### src/rtl/swz_pkg.sv
package swz_pkg;
  typedef enum logic {
    SWZ_SRC = 1'b0,
    SWZ_DST = 1'b1
  } swz_mode_e;
endpackage

### src/rtl/swz_lane_decode.sv
module swz_lane_decode #(
  parameter int LANES = 4,
  localparam int IDX_W = $clog2(LANES)
) (
  input  logic                   active_i,
  input  logic [LANES*IDX_W-1:0] swz_i,
  input  logic [IDX_W-1:0]       svl_code_i,
  output logic [LANES*IDX_W-1:0] idx_o,
  output logic [LANES-1:0]       en_o,
  output logic                   range_err_o
);
  logic             use_swz;
  logic [LANES-1:0] lane_bad;

  assign use_swz = active_i && (svl_code_i != '0);

  for (genvar k = 0; k < LANES; k++) begin : g_lane
    logic [IDX_W-1:0] field;
    assign field = swz_i[k*IDX_W +: IDX_W];
    assign en_o[k] = (IDX_W'(k) <= svl_code_i);
    assign idx_o[k*IDX_W +: IDX_W] = use_swz ? field : IDX_W'(k);
    assign lane_bad[k] = use_swz && en_o[k] && (field > svl_code_i);
  end

  assign range_err_o = |lane_bad;
endmodule

### src/rtl/swz_perm_check.sv
module swz_perm_check #(
  parameter int LANES = 4,
  localparam int IDX_W = $clog2(LANES)
) (
  input  logic [LANES*IDX_W-1:0] idx_i,
  input  logic [LANES-1:0]       en_i,
  output logic                   dup_o
);
  logic [LANES*LANES-1:0] clash;

  for (genvar j = 0; j < LANES; j++) begin : g_row
    for (genvar k = 0; k < LANES; k++) begin : g_col
      if (k > j) begin : g_pair
        assign clash[j*LANES+k] = en_i[j] && en_i[k] &&
          (idx_i[j*IDX_W +: IDX_W] == idx_i[k*IDX_W +: IDX_W]);
      end else begin : g_none
        assign clash[j*LANES+k] = 1'b0;
      end
    end
  end

  assign dup_o = |clash;
endmodule

### src/rtl/swz_addr_gen.sv
module swz_addr_gen #(
  parameter int LANES  = 4,
  parameter int REG_W  = 7,
  parameter int ELEM_W = 6,
  localparam int IDX_W = $clog2(LANES)
) (
  input  logic [REG_W-1:0]       base_i,
  input  logic [ELEM_W-1:0]      elem_i,
  input  logic [IDX_W-1:0]       svl_code_i,
  input  logic [LANES*IDX_W-1:0] idx_i,
  input  logic [LANES-1:0]       en_i,
  output logic [LANES*REG_W-1:0] addr_o
);
  logic [REG_W-1:0] stride;
  logic [REG_W-1:0] group_base;

  assign stride     = REG_W'(svl_code_i) + REG_W'(1);
  assign group_base = base_i + REG_W'(elem_i) * stride;

  for (genvar k = 0; k < LANES; k++) begin : g_addr
    assign addr_o[k*REG_W +: REG_W] = en_i[k]
      ? group_base + REG_W'(idx_i[k*IDX_W +: IDX_W])
      : '0;
  end
endmodule

### src/rtl/swz_remap.sv
module swz_remap
  import swz_pkg::*;
#(
  parameter int LANES  = 4,
  parameter int REG_W  = 7,
  parameter int ELEM_W = 6,
  localparam int IDX_W = $clog2(LANES)
) (
  input  logic                   clk,
  input  logic                   rst_n,
  input  logic                   in_valid,
  output logic                   in_ready,
  input  logic                   in_active,
  input  logic [LANES*IDX_W-1:0] in_swz,
  input  logic [IDX_W-1:0]       in_subvl,
  input  logic                   in_dst,
  input  logic [REG_W-1:0]       in_base,
  input  logic [ELEM_W-1:0]      in_elem,
  output logic                   out_valid,
  input  logic                   out_ready,
  output logic [LANES*REG_W-1:0] out_addr,
  output logic [LANES-1:0]       out_lane_en,
  output logic                   out_illegal
);
  logic [LANES*IDX_W-1:0] lane_idx;
  logic [LANES-1:0]       lane_en;
  logic                   range_err;
  logic                   dup_lane;
  logic [LANES*REG_W-1:0] addr_nxt;
  logic                   illegal_nxt;
  logic                   take;
  swz_mode_e              mode;

  assign mode = swz_mode_e'(in_dst);

  swz_lane_decode #(.LANES(LANES)) u_decode (
    .active_i    (in_active),
    .swz_i       (in_swz),
    .svl_code_i  (in_subvl),
    .idx_o       (lane_idx),
    .en_o        (lane_en),
    .range_err_o (range_err)
  );

  swz_perm_check #(.LANES(LANES)) u_perm (
    .idx_i (lane_idx),
    .en_i  (lane_en),
    .dup_o (dup_lane)
  );

  swz_addr_gen #(.LANES(LANES), .REG_W(REG_W), .ELEM_W(ELEM_W)) u_addr (
    .base_i     (in_base),
    .elem_i     (in_elem),
    .svl_code_i (in_subvl),
    .idx_i      (lane_idx),
    .en_i       (lane_en),
    .addr_o     (addr_nxt)
  );

  assign illegal_nxt = range_err || ((mode == SWZ_DST) && dup_lane);
  assign in_ready    = !out_valid || out_ready;
  assign take        = in_valid && in_ready;

  always_ff @(posedge clk) begin
    if (!rst_n) begin
      out_valid   <= 1'b0;
      out_addr    <= '0;
      out_lane_en <= '0;
      out_illegal <= 1'b0;
    end else if (take) begin
      out_valid   <= 1'b1;
      out_addr    <= addr_nxt;
      out_lane_en <= lane_en;
      out_illegal <= illegal_nxt;
    end else if (out_ready) begin
      out_valid   <= 1'b0;
    end
  end
endmodule

### config.mk
export PLATFORM = sky130hd
export DESIGN_NAME = swz_remap
export DESIGN_NICKNAME = d
export VERILOG_FILES = /design/src/rtl/swz_pkg.sv /design/src/rtl/swz_lane_decode.sv /design/src/rtl/swz_perm_check.sv /design/src/rtl/swz_addr_gen.sv /design/src/rtl/swz_remap.sv
export SDC_FILE = /design/constraint.sdc
export NUM_CORES = 1
export LEC_CHECK = 0
export BUFFER_PORTS_ARGS = -buffer_cell sky130_fd_sc_hd__buf_2
export CORE_UTILIZATION = 41
export CTS_CLUSTER_DIAMETER = 50
export DETAILED_ROUTE_END_ITERATION = 8
export MAX_ROUTING_LAYER = met4
export PLACE_DENSITY = 0.65
export SLEW_MARGIN = 25
export SYNTH_ARGS = -nofsm -noshare
export SYNTH_HDL_FRONTEND = slang
export SYNTH_SLANG_ARGS = --single-unit
### constraint.sdc
create_clock -name clk -period 4.5 [get_ports clk]
set_clock_uncertainty 0.1 [all_clocks]
set_input_delay 0.225 -clock clk [delete_from_list [all_inputs] [get_ports clk]]
set_output_delay 0.225 -clock clk [all_outputs]
set_load 0.05 [all_outputs]
==> results.cfg, run 1 <==
[run_status]
status = finished, violations left
violations = design-rule violations

[clocking]
cts_max_path_buffers = 2
cts_tree = yes
htreeDepth = 2
clock_latency_ns = 0.28
cts_buffers = 5
cts_num_sinks = 34
ctsResizeCount = 0
cts_root_buffer = clkbuf_8
path_clk_slew_ns = 0.07
postCtsSetupBuffers = 0
hold_buffers = 0

[synthesis]
synth_xor_area_frac = 0.123
postSynthAreaPerCell_sq_um = 8.58
synthAdderAreaFrac = 0.225
synth_compound_area_frac = 0.158
syn_area_sq_um = 2770
synth_async_sr_flop_share = 0
synth-seq-area-share = 0.246
yosys-mux-area-fraction = 0
yosys_warnings = 0
synth_edf_count = 0
syn_inst = 323
synthSimpleGateAreaFrac = 0.200
synth_nets = 394
yosys_most_used_dff = dfxtp_1
ys_types = 43
synth-seq-cells = 34
synth_top_family_by_area = adder cells

[routing]
drc = 6
dr.pass1.iters = 6
vias = 2366
postRouteAntennaNets = 0
via_per_inst = 5.13
wl_per_cell_microns = 13.5
drt-initial-drc-count = 175
drt-total-wl_microns = 6220

[sta]
setup_viol = 0
drv_slew = 0
slew_headroom = 0.437
min_period_over_period = 0.838
max_freq_mhz = 265
rsz0062_at_grt = no
min_period_ns = 3.77
hold_violations = 0
hold_ws_ns = 0.0991
fin_tns_setup_ns = 0
tightest_slew_ns = 0.842

[layout]
layout_commonest_cell = buf_2
fin_cells = 461
final_util = 0.504
layout.area.seq_sq_um = 681
fin_nets = 454
fill_cells = 627
area_growth_pct = 16.9
multi_input_area_sq_um = 1950
layout_common_cells = 63 x buf_2, 53 x nand2_1, 34 x dfxtp_1, 29 x ha_1, 25 x inv_1
diodes = 0
drive_gt1_frac = 0.206

[place]
portBuffers = 63
hpwl_microns = 4920
place_inst = 453
gp_congestion = 0.931

[worst_setup_path]
crit_start = in_subvl[0]
critPathKind = in2reg
crit_chain = buf_2 -> inv_1 -> ha_1 -> nand2_1 -> fa_1 -> inv_1 -> fa_1 -> fa_1 -> nand2b_4 -> nor3_4 -> nand3_1 -> xor2_1 -> a22o_1
cp-start-kind = input port
cp.required_ns = 4.59
crit_path_frequent_cell = fa_1
reg2reg_to = out_addr[12]
worstReg2RegStart = out_valid
crit_fanout = 10
slowest_delay_ns = 0.84
worstSetupEndpointType = flip-flop
r2r_cells = 4
worst_path_max_delay_cell = fa_1
rrSetupSlack_ns = 2.65
cp_data_arrival_time_ns = 3.86

[floorplan]
pin_count = 64
die_h_microns = 84.2
core_sq_um = 6420
start_util = 0.432
fp.dieArea_sq_um = 7090
rows = 29
dieWidth_microns = 84.2

[power]
power_density_nw_per_um2 = 403
irDropWorstVdd_mv = 0.254
p_leak_nw = 1.57
power.total_mw = 1.31

[run]
max_cap_viol_count = 0

[hold_path]
holdPathEnd = out_valid
hold_start = in_valid
hold_class = in2reg
whs_path_depth = 3

[grt]
grt_max_degree = 32
antenna_found_initial = 0
grt_pass1_vias = 2362
grt_overflow = 0
grt_usage = 0.201
grt_pass1_wl_microns = 11100
-- how the worst max path moves through the flow --
stage,to,slack [ns]
finish,out_addr[20],0.73
global route,out_addr[4],0.45
CTS,out_addr[20],0.70
detailed placement,out_addr[20],0.39
global placement,out_addr[20],0.51
floorplan,out_addr[20],0.86
-- registers in the layout, summed over array words and instances (netlist names) --
| register | cells |
|---|---|
| out_addr | 28 |
| out_valid | 1 |
| out_illegal | 1 |
| out_lane_en | 4 |
-- final cells by class --
type / instances / share of cell area
multi-input combinational: 253 / 0.603
tap: 77 / 0.0297
timing repair buffer: 64 / 0.0997
sequential: 34 / 0.210
inverter: 25 / 0.0290
clock buffer: 7 / 0.0267
clock inverter: 1 / 0.00154
-- cells in the mapped netlist (2+ instances only) --
master,count,area [sq um]
nand2_1,53,199
dfxtp_1,34,681
ha_1,29,363
inv_1,25,93.8
xnor2_1,19,166
nor2b_1,14,87.6
fa_1,13,260
nor2_1,13,48.8
xor2_1,13,114
a21oi_1,12,60.1
and2_1,11,68.8
nand3_1,10,50.1
a21boi_1,9,67.6
clkbuf_1,9,33.8
o21ai_1,8,40.0
a21o_1,6,45.0
a22o_1,4,35.0
nand2b_1,3,18.8
nor3_1,3,15.0
o211a_1,3,30.0
a211oi_1,2,15.0
a211oi_2,2,25.0
a22oi_1,2,15.0
a31oi_1,2,12.5
a32oi_1,2,17.5
nand3b_1,2,15.0
o2111ai_1,2,17.5
o21ai_0,2,10.0
xnor2_2,2,32.5
-- critical path, delay by kind of cell --
kind,cells,cell delay (ns)
adder cells (fa/ha/maj),4,2.23
AND/OR/NAND/NOR,4,0.61
buffers and inverters,3,0.39
AO/OA/AOI/OAI,1,0.21
XOR/XNOR,1,0.18
-- cell families after synthesis --
group	after synthesis
compound gates	62
fa+ha+maj	42
xor+xnor	35
simple gates	114
buf+inv	36
flops	34
-- layer usage --
metal  up-vias  GRT usage  wire length (microns)
met5         -          -                      0
met4         0     0.0455                     64
met3         7     0.0364                    251
met2        59      0.323                   2900
met1      1099      0.265                   3000
li1       1201          -                      -
-- power by group --
part	switching, mW	internal [mW]	total (mW)
Combinational	0.453	0.263	0.716
Sequential	0.0183	0.339	0.357
Clock	0.111	0.123	0.234
-- through the flow --
step	worst slack [ns]	area, sq um
after floorplan	0.862	2770
after global placement	0.510	3150
after detailed placement	0.393	3150
after CTS	0.697	3240
after global routing	0.455	3240
final	0.731	3240
Power figures use the tool's default switching activity.
==> inputs of run 2 (changes only) <==
--- a/config.mk
+++ b/config.mk
@@ -5,12 +5,13 @@
 export SDC_FILE = /design/constraint.sdc
 export NUM_CORES = 1
 export LEC_CHECK = 0
+export ABC_AREA = 1
 export BUFFER_PORTS_ARGS = -buffer_cell sky130_fd_sc_hd__buf_2
 export CORE_UTILIZATION = 41
 export CTS_CLUSTER_DIAMETER = 50
 export DETAILED_ROUTE_END_ITERATION = 8
 export MAX_ROUTING_LAYER = met4
-export PLACE_DENSITY = 0.65
+export PLACE_DENSITY = 0.67
 export SLEW_MARGIN = 25
 export SYNTH_ARGS = -nofsm -noshare
 export SYNTH_HDL_FRONTEND = slang
==> constraint.sdc (replaced) <==
create_clock -name clk -period 3.35 [get_ports clk]
set_clock_uncertainty 0.1 [all_clocks]
set_input_delay 0.1675 -clock clk [delete_from_list [all_inputs] [get_ports clk]]
set_output_delay 0.1675 -clock clk [all_outputs]
set_load 0.05 [all_outputs]
==> results.cfg, run 2 <==
[sta]
worst_slack_ns = 0.281
min_period_over_period = 0.916
setup_viol = 0
max_freq_mhz = 326
drv_slew = 0
hold_violations = 0
min_period_ns = 3.07
rsz0062_at_grt = no
tightest_slew_ns = 0.899
slew_headroom = 0.400

[hold_path]
whs_path_depth = 3
hold_class = in2reg

[place]
gp_congestion = 0.919
portBuffers = 63
place_inst = 623
hpwl_microns = 6090
place_worst_setup_slack_ns = -0.134

[synthesis]
synthTopCellsByCount = 127 x nand2_1, 71 x inv_1, 42 x nor2_1
postSynthAreaPerCell_sq_um = 6.55
ys_top_cells_by_area = dfxtp_1 23%, nand2_1 16%, ha_1 12%
syn_area_sq_um = 2970
synth_compound_area_frac = 0.108
synthSimpleGateAreaFrac = 0.319
synth_async_sr_flop_share = 0
synth_xor_area_frac = 0.0148
synth_edf_count = 0
synth_area_leader_cell = dfxtp_1
ys_types = 30
yosysTopAreaCellShare = 0.230
synth-seq-area-share = 0.230
syn_inst = 453
synth-seq-cells = 34
synth_top_family_by_area = simple AND/OR/NAND/NOR gates
synthAdderAreaFrac = 0.210
synth_nets = 524
yosys_most_used_dff = dfxtp_1
yosysMostFrequentCell = nand2_1
yosys-mux-area-fraction = 0
yosys_warnings = 0

[layout]
regMostFlops = out_addr
drive_gt1_frac = 0.222
layout_common_cells = 124 x nand2_1, 71 x inv_1, 63 x buf_2, 42 x nor2_1, 35 x nand3_1
fin_cells = 631
largest_register_ffs = 28
fin_nets = 605
diodes = 0
top_regs = out_addr: 28 flops, out_lane_en: 4 flops
layout_commonest_cell = nand2_1
area_growth_pct = 24.3
final_util = 0.534

[clocking]
clock_latency_ns = 0.29
cts_root_buffer = clkbuf_8
htreeDepth = 2
cts_max_path_buffers = 2
postCtsSetupBuffers = 0
cts_tree = yes
path_clk_slew_ns = 0.07
cts_buffers = 5
cts_num_sinks = 34

[power]
power_density_nw_per_um2 = 525
irDropWorstVdd_mv = 0.217
power.total_mw = 1.94
p_leak_nw = 2.02

[worst_setup_path]
cp-start-kind = input port
crit_chain = buf_2 -> inv_1 -> ha_4 -> buf_4 -> nand2_1 -> inv_1 -> ha_1 -> ha_1 -> ha_1 -> buf_4 -> ha_1 -> nand2_1 -> inv_1 -> o21ai_0 -> nor2_2 -> buf_4 -> nor2_1 -> nand2_1 -> a21oi_1
worst_path_dominant_cell_family = adder cells
crit_buf_inv = 7
r2r_cells = 8
worst_path_max_delay_cell = ha_1
critPathKind = in2reg
cp_num_cells = 19
crit_path_frequent_cell = ha_1
slowest_delay_ns = 0.41
cp.required_ns = 3.45
crit_fanout = 6
cp_data_arrival_time_ns = 3.17
worstSetupEndpointType = flip-flop

[routing]
drc = 0
vias = 2972
drt-total-wl_microns = 7610
via_per_inst = 4.71
postRouteAntennaNets = 0
dr.pass1.iters = 4
drt-initial-drc-count = 168
wl_per_cell_microns = 12.1

[grt]
grt_overflow = 0
grt_pass1_wl_microns = 12900
grt_usage = 0.222
grt_pass1_vias = 2832
antenna_found_initial = 0
grt_max_degree = 35

[floorplan]
dieWidth_microns = 87.0
pin_count = 64
core_sq_um = 6910
rows = 30
die_h_microns = 87.0
start_util = 0.429
fp.dieArea_sq_um = 7580

[run_status]
status = complete, no violations

[run]
max_cap_viol_count = 0
-- run 2: changes by cell type after synthesis, sizes merged, moves of 14 or more --
cell	change
a21oi	+22
inv	+51
nand2	+77
nand3	+27
nor2	+35
nor2b	-14
xnor2	-19
-- run 2: layout make-up --
type | instances | area (sq um)
inverters | 76 | 285
multi-input cells | 331 | 1970
repair buffers | 86 | 488
well taps | 96 | 120
fillers | 740 | 3220
clock inverters | 2 | 60.1
flip-flops and latches | 34 | 681
clock buffers | 6 | 82.6
-- run 2: final timing paths --
check               start      endpoint  slack [ns]
max reg2reg     out_valid  out_addr[23]        1.37
max           in_subvl[0]  out_addr[24]        0.28
min                in_dst   out_illegal        0.04
min reg2reg  out_addr[17]  out_addr[17]        0.36
-- run 2: cell families (layout without fill, tap and decap cells) --
logic type               after synthesis  count (layout)
flip-flops                            34              34
adder cells (fa/ha/maj)               42              42
AO/OA/AOI/OAI                         61              61
XOR/XNOR                               5               5
buffers and inverters                 88             170
AND/OR/NAND/NOR                      223             223
-- run 2: what timing repair did --
| item | 4_1_cts | 5_1_grt |
|---|---|---|
| gates resized for setup | 0 | 7 |
| endpoints found under the setup margin | 0 | 12 |
| hold buffers | 0 | 0 |
-- run 2: routing by layer --
layer / share of wire / GRT usage / vias to the layer above
met5: 0 / - / -
met2: 0.49 / 0.379 / 59
li1: - / - / 1581
met1: 0.47 / 0.279 / 1321
met4: 0.016 / 0.0576 / 0
met3: 0.027 / 0.0265 / 11
-- run 2: stage by stage --
| stage | TNS, ns | cell area (sq um) | hold slack, ns |
|---|---|---|---|
| after floorplan | 0 | 2970 | 0.203 |
| after global placement | -0.627 | 3510 | 0.332 |
| after detailed placement | -1.47 | 3510 | 0.335 |
| after CTS | 0 | 3650 | 0.0321 |
| after global routing | 0 | 3690 | 0.0473 |
| final | 0 | 3690 | 0.0402 |
-- run 2: report_power, final --
part	switching [mW]	internal, mW
logic	0.632	0.361
registers	0.0220	0.449
clock network	0.155	0.318
-- run 2: tightest hold or removal path, delay by kind of cell --
| family | cells | cell delay, ns |
|---|---|---|
| AOI/OAI and AO/OA | 1 | 0.05 |
| buffers and inverters | 1 | 0.10 |
| and+or+nand+nor | 1 | 0.06 |
==> inputs of run 3 (changes only) <==
--- a/config.mk
+++ b/config.mk
@@ -5,13 +5,12 @@
 export SDC_FILE = /design/constraint.sdc
 export NUM_CORES = 1
 export LEC_CHECK = 0
-export ABC_AREA = 1
 export BUFFER_PORTS_ARGS = -buffer_cell sky130_fd_sc_hd__buf_2
 export CORE_UTILIZATION = 41
 export CTS_CLUSTER_DIAMETER = 50
 export DETAILED_ROUTE_END_ITERATION = 8
 export MAX_ROUTING_LAYER = met4
-export PLACE_DENSITY = 0.67
+export PLACE_DENSITY = 0.68
 export SLEW_MARGIN = 25
 export SYNTH_ARGS = -nofsm -noshare
 export SYNTH_HDL_FRONTEND = slang
==> results.cfg, run 3 (same netlist as run 1, synthesis figures left out) <==
[layout]
final_util = 0.543
final_cell_area_sq_um = 3480
fin_nets = 476
largest_register_ffs = 28
area_growth_pct = 25.7
top_regs = out_addr: 28 flops, out_lane_en: 4 flops
layout_common_cells = 63 x buf_2, 51 x nand2_1, 34 x dfxtp_1, 26 x ha_1, 25 x inv_1
diodes = 0
layout_commonest_cell = buf_2
regMostFlops = out_addr
drive_gt1_frac = 0.280

[sta]
tightest_slew_ns = 0.859
drv_slew = 0
min_period_over_period = 0.963
max_freq_mhz = 310
hold_violations = 0
setup_viol = 0
slew_headroom = 0.426
min_period_ns = 3.23
hold_ws_ns = 0.0484
fin_tns_setup_ns = 0

[grt]
grt_max_degree = 32
grt_overflow = 0
antenna_found_initial = 0
grt_pass1_vias = 2430
grt_usage = 0.199
grt_pass1_wl_microns = 11000

[worst_setup_path]
cp.required_ns = 3.43
rrSetupSlack_ns = 1.47
worst_path_max_delay_cell = fa_1
crit_fanout = 7
cp-start-kind = input port
crit_chain = buf_2 -> inv_1 -> ha_4 -> nand2_1 -> fa_1 -> inv_1 -> fa_2 -> fa_2 -> a21o_1 -> a21oi_4 -> xnor2_4 -> nand3b_1 -> xor2_1 -> a22o_1
crit_buf_inv = 3
worstReg2RegStart = out_valid
slowest_delay_ns = 0.51
cp_num_cells = 14
critPathKind = in2reg
worstSetupEndpointType = flip-flop
crit_start = in_subvl[0]
r2r_cells = 4
cp_data_arrival_time_ns = 3.30
worst_path_dominant_cell_family = adder cells

[routing]
via_per_inst = 5.14
drt-total-wl_microns = 6480
postRouteAntennaNets = 0
dr.pass1.iters = 6
wl_per_cell_microns = 13.5
vias = 2473
drt-initial-drc-count = 94
drc = 12

[floorplan]
die_h_microns = 84.2
core_sq_um = 6420
fp.dieArea_sq_um = 7090
start_util = 0.432
dieWidth_microns = 84.2
pin_count = 64
rows = 29

[clocking]
cts_buffers = 5
path_clk_slew_ns = 0.07
clock_latency_ns = 0.27
cts_tree = yes
cts_num_sinks = 34
hold_buffers = 0
htreeDepth = 2
cts_max_path_buffers = 2
cts_root_buffer = clkbuf_8

[place]
post_dp_cell_area_sq_um = 3350
gp_congestion = 0.874
hpwl_microns = 5160
portBuffers = 63

[power]
p_leak_nw = 1.68
irDropWorstVdd_mv = 0.374
power_density_nw_per_um2 = 545
power.total_mw = 1.90

[run_status]
status = finished, violations left
violations = design-rule violations

[hold_path]
hold_class = in2reg
whs_path_depth = 3
hold_start = in_valid

[run]
max_cap_viol_count = 0
[run 3: changes by cell type in the layout (fill, tap and decap cells not counted), moves of 16 or more]
cell	previous run	this run
nand3_1	35	8
o21ai_0	18	2
inv_1	71	25
a21oi_1	34	11
nand2_1	124	51
nor2_1	42	12
[run 3: final timing paths]
path,end
setup / recovery,out_addr[13]
hold / removal,out_valid
setup reg to reg,out_addr[12]
hold reg to reg,out_addr[21]
[run 3: cell type report]
cell class	instances	area, sq um
inverters	25	93.8
clock buffers	6	82.6
multi-input cells	253	2040
well taps	77	96.3
fillers	609	2940
flip-flops and latches	34	681
repair buffers	86	492
[run 3: per-stage QoR]
stage	setup slack (ns)	instances
floorplan	0.00389	323
global placement	-0.111	474
detailed placement	-0.261	474
CTS	0.0355	480
global route	-0.00384	481
finish	0.124	481
[run 3: power breakdown]
part	total [mW]	leakage, nW	internal [mW]	switching [mW]
clock network	0.291	0.0431	0.158	0.133
registers	0.480	0.279	0.455	0.0250
logic	1.13	1.35	0.472	0.657
total	1.90	1.68	1.09	0.815
[run 3: tightest hold or removal path, cell delays in order]
cell	delay (ns)
buf_2	0.11
inv_1	0.04
a21boi_0	0.06
[run 3: what timing repair did]
| item | CTS | global route |
|---|---|---|
| setup endpoints to repair | 0 | 9 |
| hold endpoints to repair | 0 | 0 |
| setup buffers | 0 | 1 |
| gates resized for setup | 0 | 10 |
[run 3: metal layers]
metal	part of all wire	up-vias	global-route usage
met5	0	-	-
met3	0.035	8	0.0344
met1	0.46	1164	0.239
li1	-	1242	-
met2	0.48	59	0.345
met4	0.015	0	0.0533
